==> config.mk <==
export PLATFORM = sky130hd
export DESIGN_NAME = byte_aligner
export DESIGN_NICKNAME = d
export VERILOG_FILES = /design/src/rtl/byte_aligner.sv
export SDC_FILE = /design/constraint.sdc
export NUM_CORES = 1
export LEC_CHECK = 0
export BUFFER_PORTS_ARGS = -buffer_cell sky130_fd_sc_hd__buf_2
export CAP_MARGIN = 0
export CORE_ASPECT_RATIO = 0.5
export CORE_MARGIN = 2
export CORE_UTILIZATION = 30
export CTS_CLUSTER_DIAMETER = 30
export DETAILED_ROUTE_END_ITERATION = 12
export GPL_TIMING_DRIVEN = 0
export PLACE_DENSITY = 0.45
export RECOVER_POWER = 50
export SYNTH_ARGS = -nofsm -noshare
export SYNTH_HDL_FRONTEND = slang
export SYNTH_SLANG_ARGS = --single-unit
export TNS_END_PERCENT = 50
==> constraint.sdc <==
create_clock -name clk -period 3.6 [get_ports clk]
set_input_delay 0.36 -clock clk [delete_from_list [all_inputs] [get_ports clk]]
set_output_delay 0.36 -clock clk [all_outputs]
set_load 0.05 [all_outputs]
==> src/rtl/byte_aligner.sv <==
module byte_aligner #(
  parameter int W = 8,
  parameter logic [W-1:0] TRAIN = 8'hF0,
  parameter int LOCK = 3
) (
  input  logic         clk,
  input  logic         rst_n,
  input  logic         align_req,
  input  logic         din_vld,
  input  logic [W-1:0] din,
  output logic         dout_vld,
  output logic [W-1:0] dout,
  output logic         aligned
);
  localparam int OW = $clog2(W);
  localparam int CW = $clog2(LOCK + 1);

  logic [W-1:0]    prev_q;
  logic [2*W-2:0]  cat;
  logic [W-1:0]    win [W];
  logic [W-1:0]    hit;
  logic [OW-1:0]   first, cand, offset;
  logic [CW-1:0]   cnt;
  logic            searching;

  assign cat = {prev_q[W-2:0], din};

  for (genvar k = 0; k < W; k++) begin : g_win
    assign win[k] = cat[k+W-1:k];
    assign hit[k] = (win[k] == TRAIN);
  end

  always_comb begin
    first = '0;
    for (int k = W - 1; k >= 0; k--)
      if (hit[k]) first = OW'(k);
  end

  always_ff @(posedge clk) begin
    if (!rst_n) begin
      prev_q    <= '0;
      dout      <= '0;
      dout_vld  <= 1'b0;
      aligned   <= 1'b0;
      searching <= 1'b0;
      cnt       <= '0;
      cand      <= '0;
      offset    <= '0;
    end else begin
      dout_vld <= 1'b0;
      if (din_vld) prev_q <= din;
      if (align_req) begin
        aligned   <= 1'b0;
        searching <= 1'b1;
        cnt       <= '0;
      end else if (din_vld) begin
        if (aligned) begin
          dout     <= win[offset];
          dout_vld <= 1'b1;
        end else if (searching) begin
          if (cnt != '0 && hit[cand]) begin
            if (cnt == CW'(LOCK - 1)) begin
              aligned   <= 1'b1;
              searching <= 1'b0;
              offset    <= cand;
              cnt       <= '0;
            end else begin
              cnt <= cnt + 1'b1;
            end
          end else if (|hit) begin
            cand <= first;
            cnt  <= CW'(1);
          end else begin
            cnt <= '0;
          end
        end
      end
    end
  end

  p_req_clears_r7: assert property (@(posedge clk) disable iff (!rst_n)
    align_req |=> !aligned && !dout_vld);

  p_vld_needs_lock_r4: assert property (@(posedge clk) disable iff (!rst_n)
    dout_vld |-> $past(aligned));

  p_lock_after_run_r3: assert property (@(posedge clk) disable iff (!rst_n)
    $rose(aligned) |-> $past(cnt) == CW'(LOCK - 1) && $past(din_vld));

  p_offset_held_r6: assert property (@(posedge clk) disable iff (!rst_n)
    aligned && !align_req |=> $stable(offset) && aligned);

  p_cnt_bound_r8: assert property (@(posedge clk) disable iff (!rst_n)
    cnt <= CW'(LOCK - 1));

  p_gap_neutral_r9: assert property (@(posedge clk) disable iff (!rst_n)
    !din_vld && !align_req |=> $stable(cnt) && $stable(aligned) && !dout_vld);
endmodule

==> impl_results.md, run 1 <==
* IO Pins at 22
* Count leader, synth: dfxtp_1
* Slowest cell on crit path: dfxtp_1
* Slew Limit Headroom at 56.2%
* Row Count at 19
* Antenna Nets Post-Route at 0
* Maximum clock path buffer count at 2
* Top cells by area, synth: dfxtp_1 31%, mux2i_1 15%, mux4_2 5.4%
* Die ar. at 6190 µm²
* Synth top area share at 31.3%
* Core area at 5420 µm²
* Placement Cell Area at 1860 µm²
* Largest net degree at the start of global routing at 16
* First-pass DRT Iterations at 4
* Syn avg cell area at 9.14 µm²
* Die H at 56.7 µm
* CP Capture Type: flip-flop
* Total CTS buffers at 3
* Post-Synth Simple-Gate Area at 26.4%
* CP startpoint: prev_q[0]$_SDFFE_PN0P_
* Leakage at 0.762 nW
* Post-synth EDFFs at 0
* Xor/xnor share of the synthesized area at 0%
* Drt total wl at 4180 µm
* Yosys warns at 0
* Drt initial violations at 55
* Skew final at 0.00348 ns
* Setup violations, final at 0
* Area of the mapped netlist at 1660 µm²
* First-pass GRT wire length at 7050 µm
* Commonest cells in the netlist: 26 x dfxtp_1, 25 x mux2i_1, 24 x nand2_1
* Max Cap Viol at 0
* Die W at 109 µm
* Clock root cell: clkbuf_8
* Max incr delay on CP at 0.37 ns
* Vias per inst at 5.07
* Via count at 1420
* Area grow syn2layout at 15.2%
* Post-layout instance area at 1920 µm²
* Type of origin of the critical path: flip-flop
* WP data required at 3.77 ns
* Place WS at 1.43 ns
* DRC at 0
* Overflow after GRT at 0
* Tot GR Track Use at 14.8%
* HPWL after DPL at 3160 µm
* Mux contribution to synthesized area at 22.5%
* Worst-path clk slew at 0.10 ns
* Final Critical Period at 2.07 ns
* Cells after synthesis at 182
* WS Path Type: reg2reg
* Worst setup margin at 1.53 ns
* Asr flop ratio synth at 0%
* Setup bufs post-CTS at 0
* Min-Delay Path Depth at 3
* Most used DFF post-synth: dfxtp_1
* FF-to-FF Start: prev_q[0]$_SDFFE_PN0P_
* Unrepaired setup endpoints after global routing: false
* Layout cells sized above 1 at 14.0%
* H-tree levels at 1
* Synth unique cells at 44
* Antenna violations before repair at 0
* Layout Nets at 220
* Max VDD drop at 0.000182 V
* Worst skew pair latency at 0.28 ns
* Compound-Gate Fraction of Synth Area at 17.1%
* CTS tree: done
* Hold bufs inserted after CTS at 0
* N_diodes at 0
* Slew of the pin with the lowest slew margin at 0.657 ns
* GP Congestion at 0.758
* Hold wc startpoint: din[1]
* Worst hold path type: in2reg
* Worst path cell trace: and4bb_2, nand4b_1, o311a_1, nor2_2, nand3_1, mux2i_1
* Largest family of logic cells by synthesized area: simple AND/OR/NAND/NOR gates
* Total negative slack at 0 ns
* CTS resizes at 0
* Vias in the first global route at 1387
* IO Port Bufs at 21
* Crit-path max FO at 6
* Number of synthesized register bits at 26
* R2R depth at 6
* Max-slew violations at 0
* Fmax at 0.482 GHz
* Post-synthesis adder-cell area fraction at 0%
* Starting Density at 30.7%
* Register area share after synthesis at 31.3%
* Period utilization at 57.6%
* Mapped Nets at 194
* PwrDens at 317 nW/µm²
* Post-DR wirelength/cell at 14.9 µm
* Area leader, netlist: dfxtp_1
* Worst endpoint data arrival time at 2.24 ns
* Clk sinks at 26
* Status: complete, no violations
* Final Hold Viols at 0
registers in the layout (all words and copies together), names as in the netlist:
register	count
searching	1
dout	8
cand	3
prev_q	7
cnt	2
aligned	1
offset	3
dout_vld	1
worst max-delay path, delay by kind of cell, from the launching register on:
kind / cells / cell delay (ns)
compound gates: 1 / 0.36
simple gates: 4 / 1.06
mux: 1 / 0.17
flops: 1 / 0.37
cells in the final DEF (no fill, tap or decap), types with 3 or more instances in the layout:
cell / count
nand2b_1: 3
clkbuf_1: 16
dfxtp_1: 26
nand2_1: 24
mux4_2: 4
nand3_1: 7
a21oi_1: 4
o211ai_1: 4
nor2_1: 6
o211a_1: 7
o21ai_0: 8
mux2i_1: 25
inv_1: 3
clkbuf_8: 3
a211oi_1: 4
nor2b_1: 13
buf_2: 12
mux2_2: 3
cells by family (layout without fill, tap and decap cells):
logic type | count (synthesis) | count (layout)
AND/OR/NAND/NOR | 76 | 76
buffers and inverters | 11 | 36
flip-flops | 26 | 26
AO/OA/AOI/OAI | 37 | 37
multiplexers | 32 | 32
final timing paths:
kind                                                to  slack [ns]
worst max register to register  offset[0]$_SDFFE_PN0P_        1.53
worst min-delay path            prev_q[1]$_SDFFE_PN0P_        0.40
worst min register to register    dout[3]$_SDFFE_PN0P_        0.51
worst max-delay path            offset[0]$_SDFFE_PN0P_        1.53
power breakdown:
group / leakage (nW) / switching (W) / internal [W]
clock: 0.0357 / 0.000102 / 0.000149
combinational: 0.515 / 0.0000317 / 0.0000252
sequential: 0.211 / 0.00000739 / 0.000293
final cells by class:
cell class | instances | area [µm²]
Buffer | 8 | 32.5
Clock buffer | 3 | 41.3
Clock inverter | 1 | 30.0
Fill cell | 593 | 3500
Inverter | 3 | 11.3
Multi-Input combinational cell | 145 | 1100
Sequential cell | 26 | 520
Tap cell | 73 | 91.3
Timing Repair Buffer | 21 | 91.3
layer usage:
metal,vias to the layer above,track usage [%],wire length [µm]
met3,5,3.60,148
met1,664,22.4,2260
met2,20,21.3,1740
met4,0,2.17,27
met5,-,0,0
li1,731,-,-
per-stage QoR:
stage / hold slack, ns / cells / total power [W] / utilization [%]
6_report: 0.398 / 280 / 0.000608 / 35.4
3_5_place_dp: 0.485 / 276 / 0.000363 / 34.3
2_1_floorplan: 0.462 / 182 / 0.000339 / -
3_3_place_gp: 0.477 / 276 / 0.000363 / 34.3
4_1_cts: 0.392 / 280 / 0.000616 / 35.6
5_1_grt: 0.409 / 280 / 0.000636 / 35.4
No activity file was read; power rests on OpenSTA's default activity.
==> run 2, diff against run 1 <==
- ABC_AREA: unset -> 1
- PLACE_DENSITY: 0.45 -> 0.46
- clock period: 3.6 -> 1.67 ns (I/O delays scaled with it)
==> impl_results.md, run 2 <==
* Status: complete, no violations
* WS Path Type: reg2reg
* Core area at 5540 µm²
* Final cell count without fillers at 377
* HPWL after DPL at 4190 µm
* CTS tree: done
* Commonest non-fill, non-tap cell in the layout: nand2_1
* Row Count at 19
* Skew final at 0.00326 ns
* FF-to-FF Start: cand[0]$_SDFFE_PN0P_
* Max VDD drop at 0.000393 V
* Setup violations, final at 0
* Slowest cell on crit path: dfxtp_1
* Unrepaired setup endpoints after global routing: false
* Layout cells sized above 1 at 20.4%
* Asr flop ratio synth at 0%
* Syn avg cell area at 6.24 µm²
* Number of flip-flops in the largest register at 8
* First-pass GRT wire length at 8460 µm
* Drt total wl at 5220 µm
* Area leader, netlist: dfxtp_1
* R2R setup slack at 0.13 ns
* GP Congestion at 0.867
* Post-synthesis adder-cell area fraction at 0%
* Clock root cell: clkbuf_16
* Post-synth EDFFs at 0
* Final Hold Viols at 0
* Starting Density at 31.4%
* Synth unique cells at 24
* Largest regs: dout: 8 flops, prev_q: 7 flops
* Max Cap Viol at 0
* Clk sinks at 26
* Overflow after GRT at 0
* Total negative slack at 0 ns
* Layout Nets at 317
* N_diodes at 0
* Commonest non-fill, non-tap cells in the layout: 69 x nand2_1, 30 x o21ai_0, 30 x nor2_1
* Xor/xnor share of the synthesized area at 0%
* Mux contribution to synthesized area at 0%
* Type of origin of the critical path: flip-flop
* Vias per inst at 4.92
* Compound-Gate Fraction of Synth Area at 19.6%
* Worst hold path type: in2reg
* Worst path cell trace: inv_1, nand4_1, nand3_2, nand2_2, nand2_2, nand2_2, nor2_4, nand4_1, nand2_1, nor2_1
* Vias in the first global route at 1653
* Antenna Nets Post-Route at 0
* R2R depth at 10
* Via count at 1855
* R2R Path End: offset[2]$_SDFFE_PN0P_
* Antenna violations before repair at 0
* Fmax at 0.651 GHz
* WP data required at 1.83 ns
* Max incr delay on CP at 0.36 ns
* Register area share after synthesis at 29.9%
* Worst skew pair latency at 0.26 ns
* Commonest cells in the netlist: 71 x nand2_1, 35 x nor2_1, 30 x inv_1, 30 x o21ai_0, 26 x dfxtp_1
* Maximum clock path buffer count at 2
* Period utilization at 91.9%
* Area grow syn2layout at 19.7%
* Area of the mapped netlist at 1740 µm²
* Count leader, synth: nand2_1
* CP Capture Type: flip-flop
* IO Pins at 22
* PwrDens at 717 nW/µm²
* Place WS at 0.0166 ns
* Total CTS buffers at 3
* Die ar. at 6470 µm²
* Max-slew violations at 0
* Cells after synthesis at 279
* First-pass DRT Iterations at 5
* DRC at 0
* Hold wc startpoint: din[0]
* Top reg by flops: dout
* Leakage at 0.877 nW
* IO Port Bufs at 21
* Mapped Nets at 291
* Die H at 57.9 µm
* Most used cell, CP: nand2_2
* Fill count at 608
* Largest net degree at the start of global routing at 16
* Number of synthesized register bits at 26
* Slew Limit Headroom at 59.6%
* Min-Delay Path Depth at 3
* Most used DFF post-synth: dfxtp_1
* Worst Hold Path EP: prev_q[0]$_SDFFE_PN0P_
* Die W at 112 µm
* Hold bufs inserted after CTS at 0
* Worst endpoint data arrival time at 1.69 ns
* Yosys warns at 0
* Crit-path max FO at 6
* Slew of the pin with the lowest slew margin at 0.608 ns
* Placed Instances at 373
* Worst-path clk slew at 0.07 ns
* Tot GR Track Use at 16.7%
* Post-DR wirelength/cell at 13.8 µm
* Synth top area share at 29.9%
* Total Power at 0.00149 W
* Final Critical Period at 1.54 ns
* Drt initial violations at 130
* Post-Synth Simple-Gate Area at 39.9%
* Worst setup margin at 0.135 ns
* Top cells by area, synth: dfxtp_1 30%, nand2_1 15%, o21ai_0 8.6%
* H-tree levels at 1
* Largest family of logic cells by synthesized area: simple AND/OR/NAND/NOR gates
## run 2: changes by cell type after synthesis, moves of 6 or more
| cell | delta |
|---|---|
| nand2_1 | +47 |
| nor2_1 | +29 |
| inv_1 | +27 |
| mux2i_1 | -25 |
| o21ai_0 | +22 |
| nor2b_1 | -13 |
| nand4_1 | +11 |
| a21oi_1 | +9 |
| nand3_1 | +9 |
| o211a_1 | -7 |
| o211ai_1 | +6 |
## run 2: power breakdown
group	internal (W)	total, W	switching, W
Sequential	0.000633	0.000654	0.0000204
Combinational	0.0000420	0.000146	0.000104
Clock	0.000477	0.000694	0.000217
Total	0.00115	0.00149	0.000342
## run 2: worst max-delay path by stage
stage | from | end
6_report | cand[0]$_SDFFE_PN0P_ | offset[2]$_SDFFE_PN0P_
3_3_place_gp | prev_q[4]$_SDFFE_PN0P_ | offset[2]$_SDFFE_PN0P_
4_1_cts | prev_q[4]$_SDFFE_PN0P_ | offset[2]$_SDFFE_PN0P_
5_1_grt | prev_q[0]$_SDFFE_PN0P_ | offset[0]$_SDFFE_PN0P_
3_5_place_dp | prev_q[4]$_SDFFE_PN0P_ | offset[2]$_SDFFE_PN0P_
2_1_floorplan | aligned$_SDFFE_PP0P_ | dout[6]$_SDFFE_PN0P_
## run 2: per-layer routing
metal  wire, µm  GRT usage [%]  vias up  share of wire, %
met3        329           3.56        2               6.3
met4         27           2.12        0              0.52
li1           -              -      976                 -
met5          0              0        -                 0
met2       1990           23.7       42                38
met1       2870           26.2      835                55
## run 2: area by class of cell
type / count / area (µm²) / share of cell area, %
Clock inverter: 1 / 30.0 / 1.44
Clock buffer: 3 / 75.1 / 3.60
Buffer: 10 / 53.8 / 2.58
Timing Repair Buffer: 21 / 92.6 / 4.44
Tap cell: 73 / 91.3 / 4.38
Inverter: 35 / 131 / 6.30
Multi-Input combinational cell: 208 / 1080 / 51.6
Sequential cell: 26 / 534 / 25.6
## run 2: worst max-delay path, delay by kind of cell (launching register included)
kind,cells,cell delay (ns)
buffers and inverters,1,0.21
flip-flops,1,0.36
AND/OR/NAND/NOR,9,0.86
## run 2: logic make-up (layout without fill, tap and decap cells)
logic type	count (synthesis)	after routing
and+or+nand+nor	150	150
buffers and inverters	45	70
AOI/OAI and AO/OA	58	58
DFF	26	26
## run 2: metrics by stage
step	utilization (%)	cell area [µm²]	hold slack, ns
finish	37.6	2080	0.171
global route	37.6	2080	0.192
CTS	36.9	2040	0.177
detailed placement	35.0	1940	0.453
global placement	35.0	1940	0.450
floorplan	-	1740	0.310
## run 2: repair_timing
item                                    CTS  global route
buffers inserted                          0             0
endpoints found under the setup margin    0            15
resized for setup                         0            23
==> run 3, diff against run 2 <==
- CTS_BUF_LIST: unset -> sky130_fd_sc_hd__clkbuf_2 sky130_fd_sc_hd__clkbuf_4 sky130_fd_sc_hd__clkbuf_8
==> impl_results.md, run 3 (synthesis gave the netlist of run 2 again) <==
* Via count at 1864
* Crit-path max FO at 10
* Largest regs: dout: 8 flops, prev_q: 7 flops
* Commonest non-fill, non-tap cell in the layout: nand2_1
* Leakage at 0.910 nW
* Place WS at 0.0166 ns
* Type of origin of the critical path: flip-flop
* Setup violations, final at 0
* Vias per inst at 4.93
* Worst-path clk slew at 0.09 ns
* Max Cap Viol at 0
* Slew of the pin with the lowest slew margin at 0.524 ns
* WS Path Type: reg2reg
* Tot GR Track Use at 16.7%
* Hold bufs inserted after CTS at 0
* Layout cells sized above 1 at 24.3%
* Fmax at 0.641 GHz
* Core area at 5540 µm²
* Final Critical Period at 1.56 ns
* Layout Nets at 318
* Number of flip-flops in the largest register at 8
* Worst hold path type: in2reg
* Skew final at 0.00289 ns
* Final cell count without fillers at 378
* Worst endpoint data arrival time at 1.78 ns
* GR Util met1 at 26.2%
* Antenna Nets Post-Route at 0
* Unrepaired setup endpoints after global routing: true
* Slowest cell on crit path: o21ai_0
* Die H at 57.9 µm
* Starting Density at 31.4%
* Commonest non-fill, non-tap cells in the layout: 69 x nand2_1, 30 x o21ai_0, 30 x nor2_1
* DRC at 0
* N_diodes at 0
* First-pass GRT wire length at 8470 µm
* Worst skew pair latency at 0.27 ns
* Clock root cell: clkbuf_8
* Die ar. at 6470 µm²
* Top reg by flops: dout
* Maximum clock path buffer count at 2
* Die W at 112 µm
* Slew Limit Headroom at 64.7%
* Worst setup margin at 0.110 ns
* First-pass DRT Iterations at 4
* Period utilization at 93.4%
* Area grow syn2layout at 19.1%
* Total CTS buffers at 3
* Clk sinks at 26
* CTS tree: done
* Max incr delay on CP at 0.46 ns
* Most Crowded Layer GR: met1
* Worst path cell trace: buf_2, o21ai_0, nand2_1, o21ai_0, nand2_1, nand3_1, o211ai_1, inv_1
* Antenna violations before repair at 0
* Max VDD drop at 0.000299 V
* Status: complete, no violations
* Final Hold Viols at 0
* Drt initial violations at 89
* GR Layer Usage met2 at 23.7%
* Overflow after GRT at 0
* GP Congestion at 0.867
* Drt total wl at 5280 µm
* Row Count at 19
* IO Port Bufs at 21
* WHS at 0.155 ns
* Post-DR wirelength/cell at 14.0 µm
* Max-slew violations at 0
* Vias in the first global route at 1660
* HPWL after DPL at 4190 µm
* M3 GR Usage at 3.56%
* WP data required at 1.90 ns
* Placed Instances at 373
* Fill count at 605
* Largest net degree at the start of global routing at 16
* CP Capture Type: flip-flop
* IO Pins at 22
* PwrDens at 642 nW/µm²
* H-tree levels at 1
run 3: changes by cell type in the layout (fill, tap and decap cells not counted):
cell       delta
clkbuf_16     -3
buf_2        +10
dfxtp_4       +1
dfxtp_1       -1
clkbuf_8      +3
buf_4         +1
clkbuf_1     -10
run 3: critical path: cells and delay by family (launching register included):
| family | cells | cell delay, ns |
|---|---|---|
| AOI/OAI and AO/OA | 3 | 0.69 |
| DFF | 1 | 0.32 |
| buffers and inverters | 2 | 0.24 |
| and+or+nand+nor | 3 | 0.26 |
run 3: cell type report:
| class | count | area (µm²) | area share (%) |
|---|---|---|---|
| Clock buffer | 3 | 41.3 | 1.99 |
| Buffer | 10 | 53.8 | 2.59 |
| Multi-Input combinational cell | 208 | 1080 | 51.9 |
| Clock inverter | 1 | 30.0 | 1.45 |
| Sequential cell | 26 | 538 | 25.9 |
| Timing Repair Buffer | 22 | 113 | 5.43 |
| Tap cell | 73 | 91.3 | 4.40 |
| Inverter | 35 | 131 | 6.33 |
run 3: path summary, 6_finish.rpt:
kind,from,end,slack (ns),depth (start not counted)
setup / recovery,offset[0]$_SDFFE_PN0P_,dout[6]$_SDFFE_PN0P_,0.11,8
hold / removal,din[0],prev_q[0]$_SDFFE_PN0P_,0.16,3
hold reg to reg,cnt[0]$_SDFFE_PP0P_,cnt[0]$_SDFFE_PP0P_,0.48,2
setup reg to reg,offset[0]$_SDFFE_PN0P_,dout[6]$_SDFFE_PN0P_,0.11,8
run 3: routing by layer:
layer / routed length (µm) / vias to the layer above
met3: 247 / 2
met2: 2020 / 35
met1: 2980 / 856
li1: - / 971
met4: 27 / 0
met5: 0 / -
run 3: stage by stage:
stage	cell area, µm²	total power, W	TNS, ns	util [%]
detailed placement	1940	0.000804	0	35.0
finish	2070	0.00133	0	37.5
CTS	2010	0.00134	0	36.3
floorplan	1740	0.000742	0	-
global route	2070	0.00140	-0.00218	37.5
global placement	1940	0.000804	0	35.0
run 3: repair_timing:
action	in CTS	in global routing
hold endpoints to repair	0	0
gates resized for setup	1	24
pin swaps	0	5
endpoints found under the setup margin	1	16
setup buffers	0	1
run 3: report_power, final:
group	switching [W]	internal, W
clock	0.000209	0.000321
combinational	0.000106	0.0000443
sequential	0.0000199	0.000632
total	0.000335	0.000997
